`config.mk`:
```
export PLATFORM = sky130hd
export DESIGN_NAME = dual_rail_sequencer
export DESIGN_NICKNAME = d
export VERILOG_FILES = /design/src/rtl/drs_pkg.sv /design/src/rtl/drs_ctrl.sv /design/src/rtl/drs_path.sv /design/src/rtl/dual_rail_sequencer.sv
export SDC_FILE = /design/constraint.sdc
export NUM_CORES = 1
export LEC_CHECK = 0
export ABC_AREA = 1
export BUFFER_PORTS_ARGS = -buffer_cell sky130_fd_sc_hd__buf_2
export CAP_MARGIN = 30
export CORE_ASPECT_RATIO = 0.9
export CORE_MARGIN = 2
export CORE_UTILIZATION = 41
export CTS_CLUSTER_DIAMETER = 60
export DETAILED_ROUTE_END_ITERATION = 8
export GPL_TIMING_DRIVEN = 0
export PLACE_DENSITY = 0.62
export SLEW_MARGIN = 40
export SYNTH_ARGS = -nofsm -noshare
export SYNTH_HDL_FRONTEND = slang
export SYNTH_SLANG_ARGS = --single-unit
```
`constraint.sdc`:
```
create_clock -name clk -period 3.4 [get_ports clk]
set_clock_uncertainty 0.2 [all_clocks]
set_input_delay 0 -clock clk [delete_from_list [all_inputs] [get_ports clk]]
set_output_delay 0 -clock clk [all_outputs]
set_load 0.02 [all_outputs]
```
`src/rtl/drs_pkg.sv`:
```
package drs_pkg;
  localparam int unsigned STAGE_CNT   = 4;
  localparam int unsigned CH_CNT      = 2;
  localparam int unsigned STAGE_IDX_W = (STAGE_CNT > 1) ? $clog2(STAGE_CNT) : 1;

  typedef enum logic [1:0] {
    ST_OFF,
    ST_SUPPLY,
    ST_STAGE,
    ST_RUN
  } seqStateT;

  typedef struct packed {
    logic [STAGE_CNT-1:0] stageGo;
    logic [CH_CNT-1:0]    launch;
    logic [CH_CNT-1:0]    halt;
    logic                 killAll;
  } seqCmdT;
endpackage

```
`src/rtl/drs_ctrl.sv`:
```
module drs_ctrl
  import drs_pkg::*;
(
  input  logic                 clk,
  input  logic                 rst_n,
  input  logic [CH_CNT-1:0]    chEnable,
  input  logic                 supplyRiseOk,
  input  logic                 supplyFallTrip,
  input  logic [STAGE_CNT-1:0] stageDone,
  input  logic [CH_CNT-1:0]    rampEn,
  input  logic [CH_CNT-1:0]    reached,
  output seqCmdT               cmd
);
  localparam logic [STAGE_IDX_W-1:0] LAST_IDX = STAGE_IDX_W'(STAGE_CNT - 1);

  seqStateT               state, nextState;
  logic [STAGE_IDX_W-1:0] idx, nextIdx;

  always_ff @(posedge clk or negedge rst_n) begin
    if (!rst_n) begin
      state <= ST_OFF;
      idx   <= '0;
    end else begin
      state <= nextState;
      idx   <= nextIdx;
    end
  end

  always_comb begin
    nextState = state;
    nextIdx   = idx;
    cmd       = '0;
    if (chEnable == '0) begin
      nextState   = ST_OFF;
      cmd.killAll = (state != ST_OFF);
    end else if (supplyFallTrip && (state == ST_STAGE || state == ST_RUN)) begin
      nextState   = ST_SUPPLY;
      cmd.killAll = 1'b1;
    end else begin
      unique case (state)
        ST_OFF: nextState = ST_SUPPLY;
        ST_SUPPLY: begin
          if (supplyRiseOk) begin
            cmd.stageGo[0] = 1'b1;
            nextIdx        = '0;
            nextState      = ST_STAGE;
          end
        end
        ST_STAGE: begin
          if (stageDone[idx]) begin
            if (idx == LAST_IDX) begin
              nextState = ST_RUN;
            end else begin
              nextIdx              = idx + 1'b1;
              cmd.stageGo[nextIdx] = 1'b1;
            end
          end
        end
        ST_RUN: begin
          cmd.launch[0] = chEnable[0] & ~rampEn[0];
          cmd.launch[1] = chEnable[1] & ~rampEn[1] & (~chEnable[0] | reached[0]);
          cmd.halt      = rampEn & ~chEnable;
        end
        default: nextState = ST_OFF;
      endcase
    end
  end

  // Ramps only exist in the channel phase
  p_ramp_only_run_r4: assert property (@(posedge clk) disable iff (!rst_n)
    (state != ST_RUN) |-> (rampEn == '0));

  // A falling supply trip removes both ramps next cycle
  p_trip_kills_r9: assert property (@(posedge clk) disable iff (!rst_n)
    (supplyFallTrip && state == ST_RUN) |=> (rampEn == '0));

  // An eligible channel 1 starts without delay
  p_ch1_prompt_r8: assert property (@(posedge clk) disable iff (!rst_n)
    (state == ST_RUN && !supplyFallTrip && chEnable[0] && !rampEn[0]) |=> rampEn[0]);

  // A dropped enable removes that channel's ramp next cycle
  for (genvar i = 0; i < CH_CNT; i++) begin : g_drop
    p_drop_kills_r10: assert property (@(posedge clk) disable iff (!rst_n)
      (rampEn[i] && !chEnable[i]) |=> !rampEn[i]);
  end
endmodule

```
`src/rtl/drs_path.sv`:
```
module drs_path
  import drs_pkg::*;
(
  input  logic                 clk,
  input  logic                 rst_n,
  input  seqCmdT               cmd,
  input  logic [CH_CNT-1:0]    chAtTarget,
  output logic [STAGE_CNT-1:0] stageStart,
  output logic [CH_CNT-1:0]    rampEn,
  output logic [CH_CNT-1:0]    reached
);
  always_ff @(posedge clk or negedge rst_n) begin
    if (!rst_n) stageStart <= '0;
    else        stageStart <= cmd.stageGo;
  end

  for (genvar i = 0; i < CH_CNT; i++) begin : g_ch
    logic rampQ, reachedQ;
    always_ff @(posedge clk or negedge rst_n) begin
      if (!rst_n) begin
        rampQ    <= 1'b0;
        reachedQ <= 1'b0;
      end else if (cmd.killAll || cmd.halt[i]) begin
        rampQ    <= 1'b0;
        reachedQ <= 1'b0;
      end else begin
        if (cmd.launch[i]) rampQ <= 1'b1;
        if (rampQ && chAtTarget[i]) reachedQ <= 1'b1;
      end
    end
    assign rampEn[i]  = rampQ;
    assign reached[i] = reachedQ;
  end

  // Channel 2 never starts beside an unsettled channel 1
  p_ch2_waits_r5: assert property (@(posedge clk) disable iff (!rst_n)
    ($rose(rampEn[1]) && rampEn[0]) |-> $past(reached[0]));
endmodule

```
`src/rtl/dual_rail_sequencer.sv`:
```
module dual_rail_sequencer
  import drs_pkg::*;
(
  input  logic                 clk,
  input  logic                 rst_n,
  input  logic [CH_CNT-1:0]    chEnable,
  input  logic                 supplyRiseOk,
  input  logic                 supplyFallTrip,
  input  logic [STAGE_CNT-1:0] stageDone,
  input  logic [CH_CNT-1:0]    chAtTarget,
  output logic [STAGE_CNT-1:0] stageStart,
  output logic [CH_CNT-1:0]    chRampEn
);
  seqCmdT            cmd;
  logic [CH_CNT-1:0] reached;

  drs_ctrl u_ctrl (
    .clk            (clk),
    .rst_n          (rst_n),
    .chEnable       (chEnable),
    .supplyRiseOk   (supplyRiseOk),
    .supplyFallTrip (supplyFallTrip),
    .stageDone      (stageDone),
    .rampEn         (chRampEn),
    .reached        (reached),
    .cmd            (cmd)
  );

  drs_path u_path (
    .clk        (clk),
    .rst_n      (rst_n),
    .cmd        (cmd),
    .chAtTarget (chAtTarget),
    .stageStart (stageStart),
    .rampEn     (chRampEn),
    .reached    (reached)
  );

  // At most one stage strobe at a time
  p_stage_onehot_r3: assert property (@(posedge clk) disable iff (!rst_n)
    $onehot0(stageStart));

  // Trim strobe only after the supply was seen good
  p_trim_after_supply_r2: assert property (@(posedge clk) disable iff (!rst_n)
    stageStart[0] |-> $past(supplyRiseOk));

  // Each later strobe follows the previous stage's done
  for (genvar k = 1; k < STAGE_CNT; k++) begin : g_order
    p_stage_after_done_r3: assert property (@(posedge clk) disable iff (!rst_n)
      stageStart[k] |-> $past(stageDone[k-1]));
  end
endmodule

```
======== After elaboration in Yosys (flattened, before gate mapping) ========
Index checks and enable logic that the tools add are counted.
word-level totals
  output and inout bits ................... 6
  register bits ........................... 11
  logic and storage cells ................. 77
  input bits .............................. 12
operators by class
  reductions and logical operators ........ 16
  magnitude comparators ................... 3
  multiplexer cells ....................... 30
  equal/unequal tests ..................... 10
  add/sub/neg operators ................... 1
  bitwise logic cells ..................... 11
operator list
  cell                                                                           count
  2-bit two-way mux                                                              8
  8-bit two-way mux                                                              2
  4-bit two-way mux                                                              3
  1-bit two-way mux                                                              11
  2-bit nonzero test                                                             5
  4-bit by 3-bit inequality test with 1-bit output (second input constant)       2
  2-bit equality test (second input constant)                                    3
  2-bit by 3-bit less-than comparator with 1-bit output (second input constant)  2
  2-bit inequality test (second input constant)                                  3
  2-bit case mux with 3 select lines                                             1
  6-bit AND reduction                                                            1
  1-bit inverter                                                                 5
  5-bit nonzero test                                                             1
  2-bit zero test                                                                2
  4-bit by 2-bit inequality test with 1-bit output (second input constant)       1
  2-bit case mux with 2 select lines                                             1
  4-bit AND reduction                                                            1
  1-bit AND                                                                      3
  1-bit logical AND                                                              3
  1-bit logical OR                                                               3
  3-bit two-way mux                                                              1
  2-bit by 1-bit adder with 2-bit output (second input constant)                 1
  2-bit AND                                                                      1
  1-bit binary-select mux with 2-bit select                                      1
  other kinds (6)                                                                6

======== Longest topological paths before layout ========
  depth after elaboration ................. 12
  gate-level depth with buffers ........... 9
  mapped depth without buffers ............ 9

======== Cells and area by module ========
A second synthesis with hierarchy kept.
unflattened totals
  cells, all modules ...................... 106
  area, all modules ....................... 820.8 sq um
by module, submodules not included
  module    area an instance (sq um)  instances  cells an instance  sequential area each (sq um)
  drs_ctrl  525.5                     1          78                 100.1
  drs_path  295.3                     1          28                 200.2

======== Least setup slack after synthesis ========
OpenSTA, ideal clock, no wires.
  path kind ............................... reg2reg
  start point ............................. register u_ctrl.state[0]
  end point ............................... register u_ctrl.idx[0]
  cell stages (with the launch flop) ...... 9
  arrival ................................. 1.311 ns
  slack ................................... 1.772 ns
  clock period less this slack ............ 1.628 ns
  required time ........................... 3.083 ns
  buffers on the path ..................... 0
  library setup time ...................... 0.117 ns
  cells stage by stage .................... dfrtp_1 > inv_1 > ha_1 > o21ai_4 > nand3_1 > nor2_2 > nand2_1 > nand2_1 > nand2_1
between the ends
  longest elaborated chain between the ends .. 5
  elaborated cells between the ends (all ways) .. 12
  those cells by class .................... 6 x eq/ne; 1 x mux; 1 x bitwise; 4 x reduce/logical
RTL lines
  item                                    RTL line                        source
  from (decl)                             drs_ctrl.sv:16                  seqStateT state, nextState;
  from (signal assigned)                  drs_ctrl.sv:24                  state <= nextState;
  2-bit equality test (on tied branches)  drs_ctrl.sv:36, drs_ctrl.sv:40
  1-bit logical OR                        drs_ctrl.sv:36                  end else if (supplyFallTrip && (state == ST_STAGE || state == ST_RUN)) begin
  1-bit logical AND                       drs_ctrl.sv:36
  1-bit inverter (no source line)         --
  6-bit AND reduction (no source line)    --
  to (signal assigned)                    drs_ctrl.sv:25                  idx <= nextIdx;
  to (decl)                               drs_ctrl.sv:17                  logic [STAGE_IDX_W-1:0] idx, nextIdx;
Several ways; a longest one is shown, not always the timed one.
A chain may end at the register's enable or synchronous reset.

======== Worst setup path in the final report ========
  start point ............................. register u_ctrl.state[0]
  end point ............................... register u_path.g_ch[1].rampQ
between the ends
  longest elaborated chain between the ends .. 7
  elaborated cells between the ends (all ways) .. 13
  those cells by class .................... 2 x eq/ne; 6 x mux; 5 x reduce/logical
RTL lines
  item                                                     RTL line                        source
  2-bit equality test (on tied branches)                   drs_ctrl.sv:36, drs_ctrl.sv:40
  1-bit logical OR                                         drs_ctrl.sv:36
  1-bit logical AND                                        drs_ctrl.sv:36
  1-bit two-way mux or 8-bit two-way mux (tied branches)   drs_ctrl.sv:36
  1-bit two-way mux or 8-bit two-way mux (tied branches)   drs_ctrl.sv:33                  if (chEnable == '0) begin
  1-bit logical OR                                         drs_path.sv:23                  end else if (cmd.killAll || cmd.halt[i]) begin
  1-bit two-way mux or 2-bit nonzero test (tied branches)  --
  to (signal assigned)                                     drs_path.sv:21                  rampQ <= 1'b0;
  to (signal assigned)                                     drs_path.sv:24                  rampQ <= 1'b0;
  to (signal assigned)                                     drs_path.sv:27                  if (cmd.launch[i]) rampQ <= 1'b1;
  to (decl)                                                drs_path.sv:18                  logic rampQ, reachedQ;
Several ways; a longest one is shown, not always the timed one.

==> impl_metrics.tcl <==
set metrics [dict create \
    track_usage 0.159 \
    r2r_start "u_ctrl.state[0]" \
    yosys.area_share.xor_xnor 0 \
    hold_depth 7 \
    drc 0 \
    clk_pin_slew_ps 70 \
    pin_count 18 \
    cp-start-kind "flop" \
    maxSlewHeadroom 0.665 \
    synth_compound_area_frac 0.0605 \
    synth_edf_count 0 \
    drtPass1Iterations 4 \
    r2r.worst_path.cells 8 \
    core_area_um2 1680 \
    syn_area_per_cell_um2 7.75 \
    wl_per_cell_um 9.28 \
    antenna_found_initial 0 \
    finalNetCount 153 \
    worstReg2RegEnd "u_path.g_ch[1].rampQ" \
    synthAdderAreaFrac 0.151 \
    grt_start_max_net_pins 12 \
    grt-ovfl-total 0 \
    cp.arrival_ps 2450 \
    dpl.hpwl_um 1040 \
    clockBufferDepth 2 \
    drt_wl_total_um 1440 \
    fin_crit_sh 0.734 \
    synth_area_um2 744 \
    drv_cap 0 \
    outcome "complete, no violations" \
    peakVddDrop_mv 0.379 \
    period_needed_ps 2490 \
    p_leak_nw 0.586 \
    hold_start "stageDone[1]" \
    fin_ws_ps 906 \
    critPathKind "flop to flop" \
    final_max_slew_viol_count 0 \
    synth_area_leaders "dfrtp_1 (37%), ha_1 (15%), nand2_1 (13%), inv_1 (7.6%), nand3_1 (7.4%)" \
    synth_fp_nets 117 \
    async_reset_ff_frac 1.00 \
    clk-insertion-delay-late_ps 280 \
    synth.most_common_cell "nand2_1" \
    max_freq_ghz 0.401 \
    numCtsBuffers 3 \
    required_ps 3350 \
    cts_sinks 11 \
    cts_tree "yes" \
    synth-simple-area-share 0.323 \
    layout-drive-gt1-share 0.221 \
    seq_area_frac_synth 0.370 \
    r2r_slack_ps 910 \
    yosysTopAreaCellShare 0.370 \
    power.total_mw 0.659 \
    route.vias.total 698 \
    place_congestion 0.792 \
    placed_cells 136 \
    ys.warnings.count 0 \
    diodes 0 \
    worst_hold_path_type "input pin to flop" \
    post_cts_buffers 0 \
    cp_max_fo 5 \
    die_height_um 44.4 \
    syn_to_final_growth_pct 38.5 \
    synth_top_family_by_area "simple AND/OR/NAND/NOR gates" \
    place_ws_ps 1590 \
    n_fill_cell 154 \
    die_w_um 48.9 \
    yosys-mux-area-fraction 0 \
    stdcell_count 155 \
    drtIter0Drc 6 \
    avgViaCountPerCell 4.50 \
    dpl-instance-area_um2 855 \
    setup_violations 0 \
    setup-tns-final_ps 0 \
    dieArea_um2 2170 \
    ant_nets 0 \
    yosysTopAreaCell "dfrtp_1" \
    final_area_um2 1030 \
    crit_path_end_kind "flop" \
    hold_viol_final 0 \
    min_to "u_ctrl.idx[0]" \
    worst_slew_pin_slew_ps 500 \
    ys_ff_latch 11 \
    pwr_density_cell_nw_per_um2 639 \
    root_buffer "clkbuf_4" \
    row_count 14 \
    grt_pass1_wl_um 2590 \
    synth_flop_cell "dfrtp_1" \
    ys_types 17 \
    htree_levels 1 \
    synth_common_cells "nand2_1 (25), inv_1 (15), dfrtp_1 (11), nand3_1 (11)" \
    grt_pass1_vias 650 \
    port_buffers 16 \
    initial_utilization 0.443 \
    rsz0062_at_grt "false" \
    synthCells 96 \
]
-- power breakdown --
group | switching [mW] | internal (mW)
clock network | 0.0450 | 0.0455
registers | 0.0362 | 0.167
logic | 0.204 | 0.160
total | 0.286 | 0.373
-- flip-flops by register name, indices dropped and copies added (netlist names) --
register / count
u_path.stageStart: 4
u_ctrl.idx: 2
u_ctrl.state: 2
u_path.g_ch.rampQ: 2
u_path.g_ch.reachedQ: 1
-- critical path, cell delays in order (launching register included) --
cell           delay [ps]
dfrtp_1               420
ha_1                  290
nand2_1                80
nor2_1                 80
dlygate4sd3_1         580
nand2_1                60
nand2_1                70
nor2_1                 40
dlygate4sd3_1         550
-- cell usage in the layout, fill, tap and decap left out --
cell	instances
o21ai_1	1
dlygate4sd3_1	15
nor2_4	1
a41oi_1	1
buf_2	16
nand3_2	1
clkbuf_4	3
inv_1	15
nand3_1	11
nor3_1	1
o21ai_0	1
buf_4	2
dfrtp_1	11
ha_1	9
o21ai_4	1
nor2_1	9
nand2_2	4
nor2_2	1
a21oi_1	2
clkbuf_1	1
nand2_1	25
-- worst max-delay path by stage --
| stage | depth (start not counted) | to | slack, ps | from |
|---|---|---|---|---|
| 2_1_floorplan | 8 | u_ctrl.idx[0] | 1770 | u_ctrl.state[0] |
| 3_3_place_gp | 8 | u_ctrl.idx[0] | 1600 | u_ctrl.state[0] |
| 3_5_place_dp | 8 | u_ctrl.idx[0] | 1590 | u_ctrl.state[0] |
| 4_1_cts | 8 | u_path.g_ch[1].rampQ | 930 | u_ctrl.state[0] |
| 5_1_grt | 8 | u_path.g_ch[1].rampQ | 810 | u_ctrl.state[0] |
| 6_report | 8 | u_path.g_ch[1].rampQ | 910 | u_ctrl.state[0] |
-- through the flow --
| stage | utilization | hold WS [ps] |
|---|---|---|
| 5_1_grt | 0.613 | 164 |
| 2_1_floorplan | - | -496 |
| 3_5_place_dp | 0.508 | -314 |
| 3_3_place_gp | 0.508 | -318 |
| 4_1_cts | 0.613 | 57.4 |
| 6_report | 0.613 | 67.4 |
-- final cells by class --
type                    instances  area [µm²]  area share
multi-input cells              68         398       0.386
repair buffers                 31         230       0.223
well taps                      24        30.0      0.0291
clock buffers                   4        26.3      0.0255
flip-flops and latches         11         275       0.267
inverters                      15        56.3      0.0546
plain buffers                   2        15.0      0.0146
-- kinds of logic (layout without fill, tap and decap cells) --
logic type,count (synthesis),in the layout
fa+ha+maj,9,9
simple gates,53,53
compound gates,6,6
flops,11,11
buf+inv,17,52
-- timing repair --
item,4_1_cts,5_1_grt
hold buffers,15,0
resized for setup,0,0
hold endpoints to repair,19,0
-- layer usage --
layer,vias to the layer above,GRT usage,share of wire
li1,367,-,-
met1,310,0.172,0.44
met2,17,0.293,0.49
met3,4,0.0507,0.053
met4,0,0.0686,0.012
met5,-,0,0
Power figures use the tool's default switching activity.
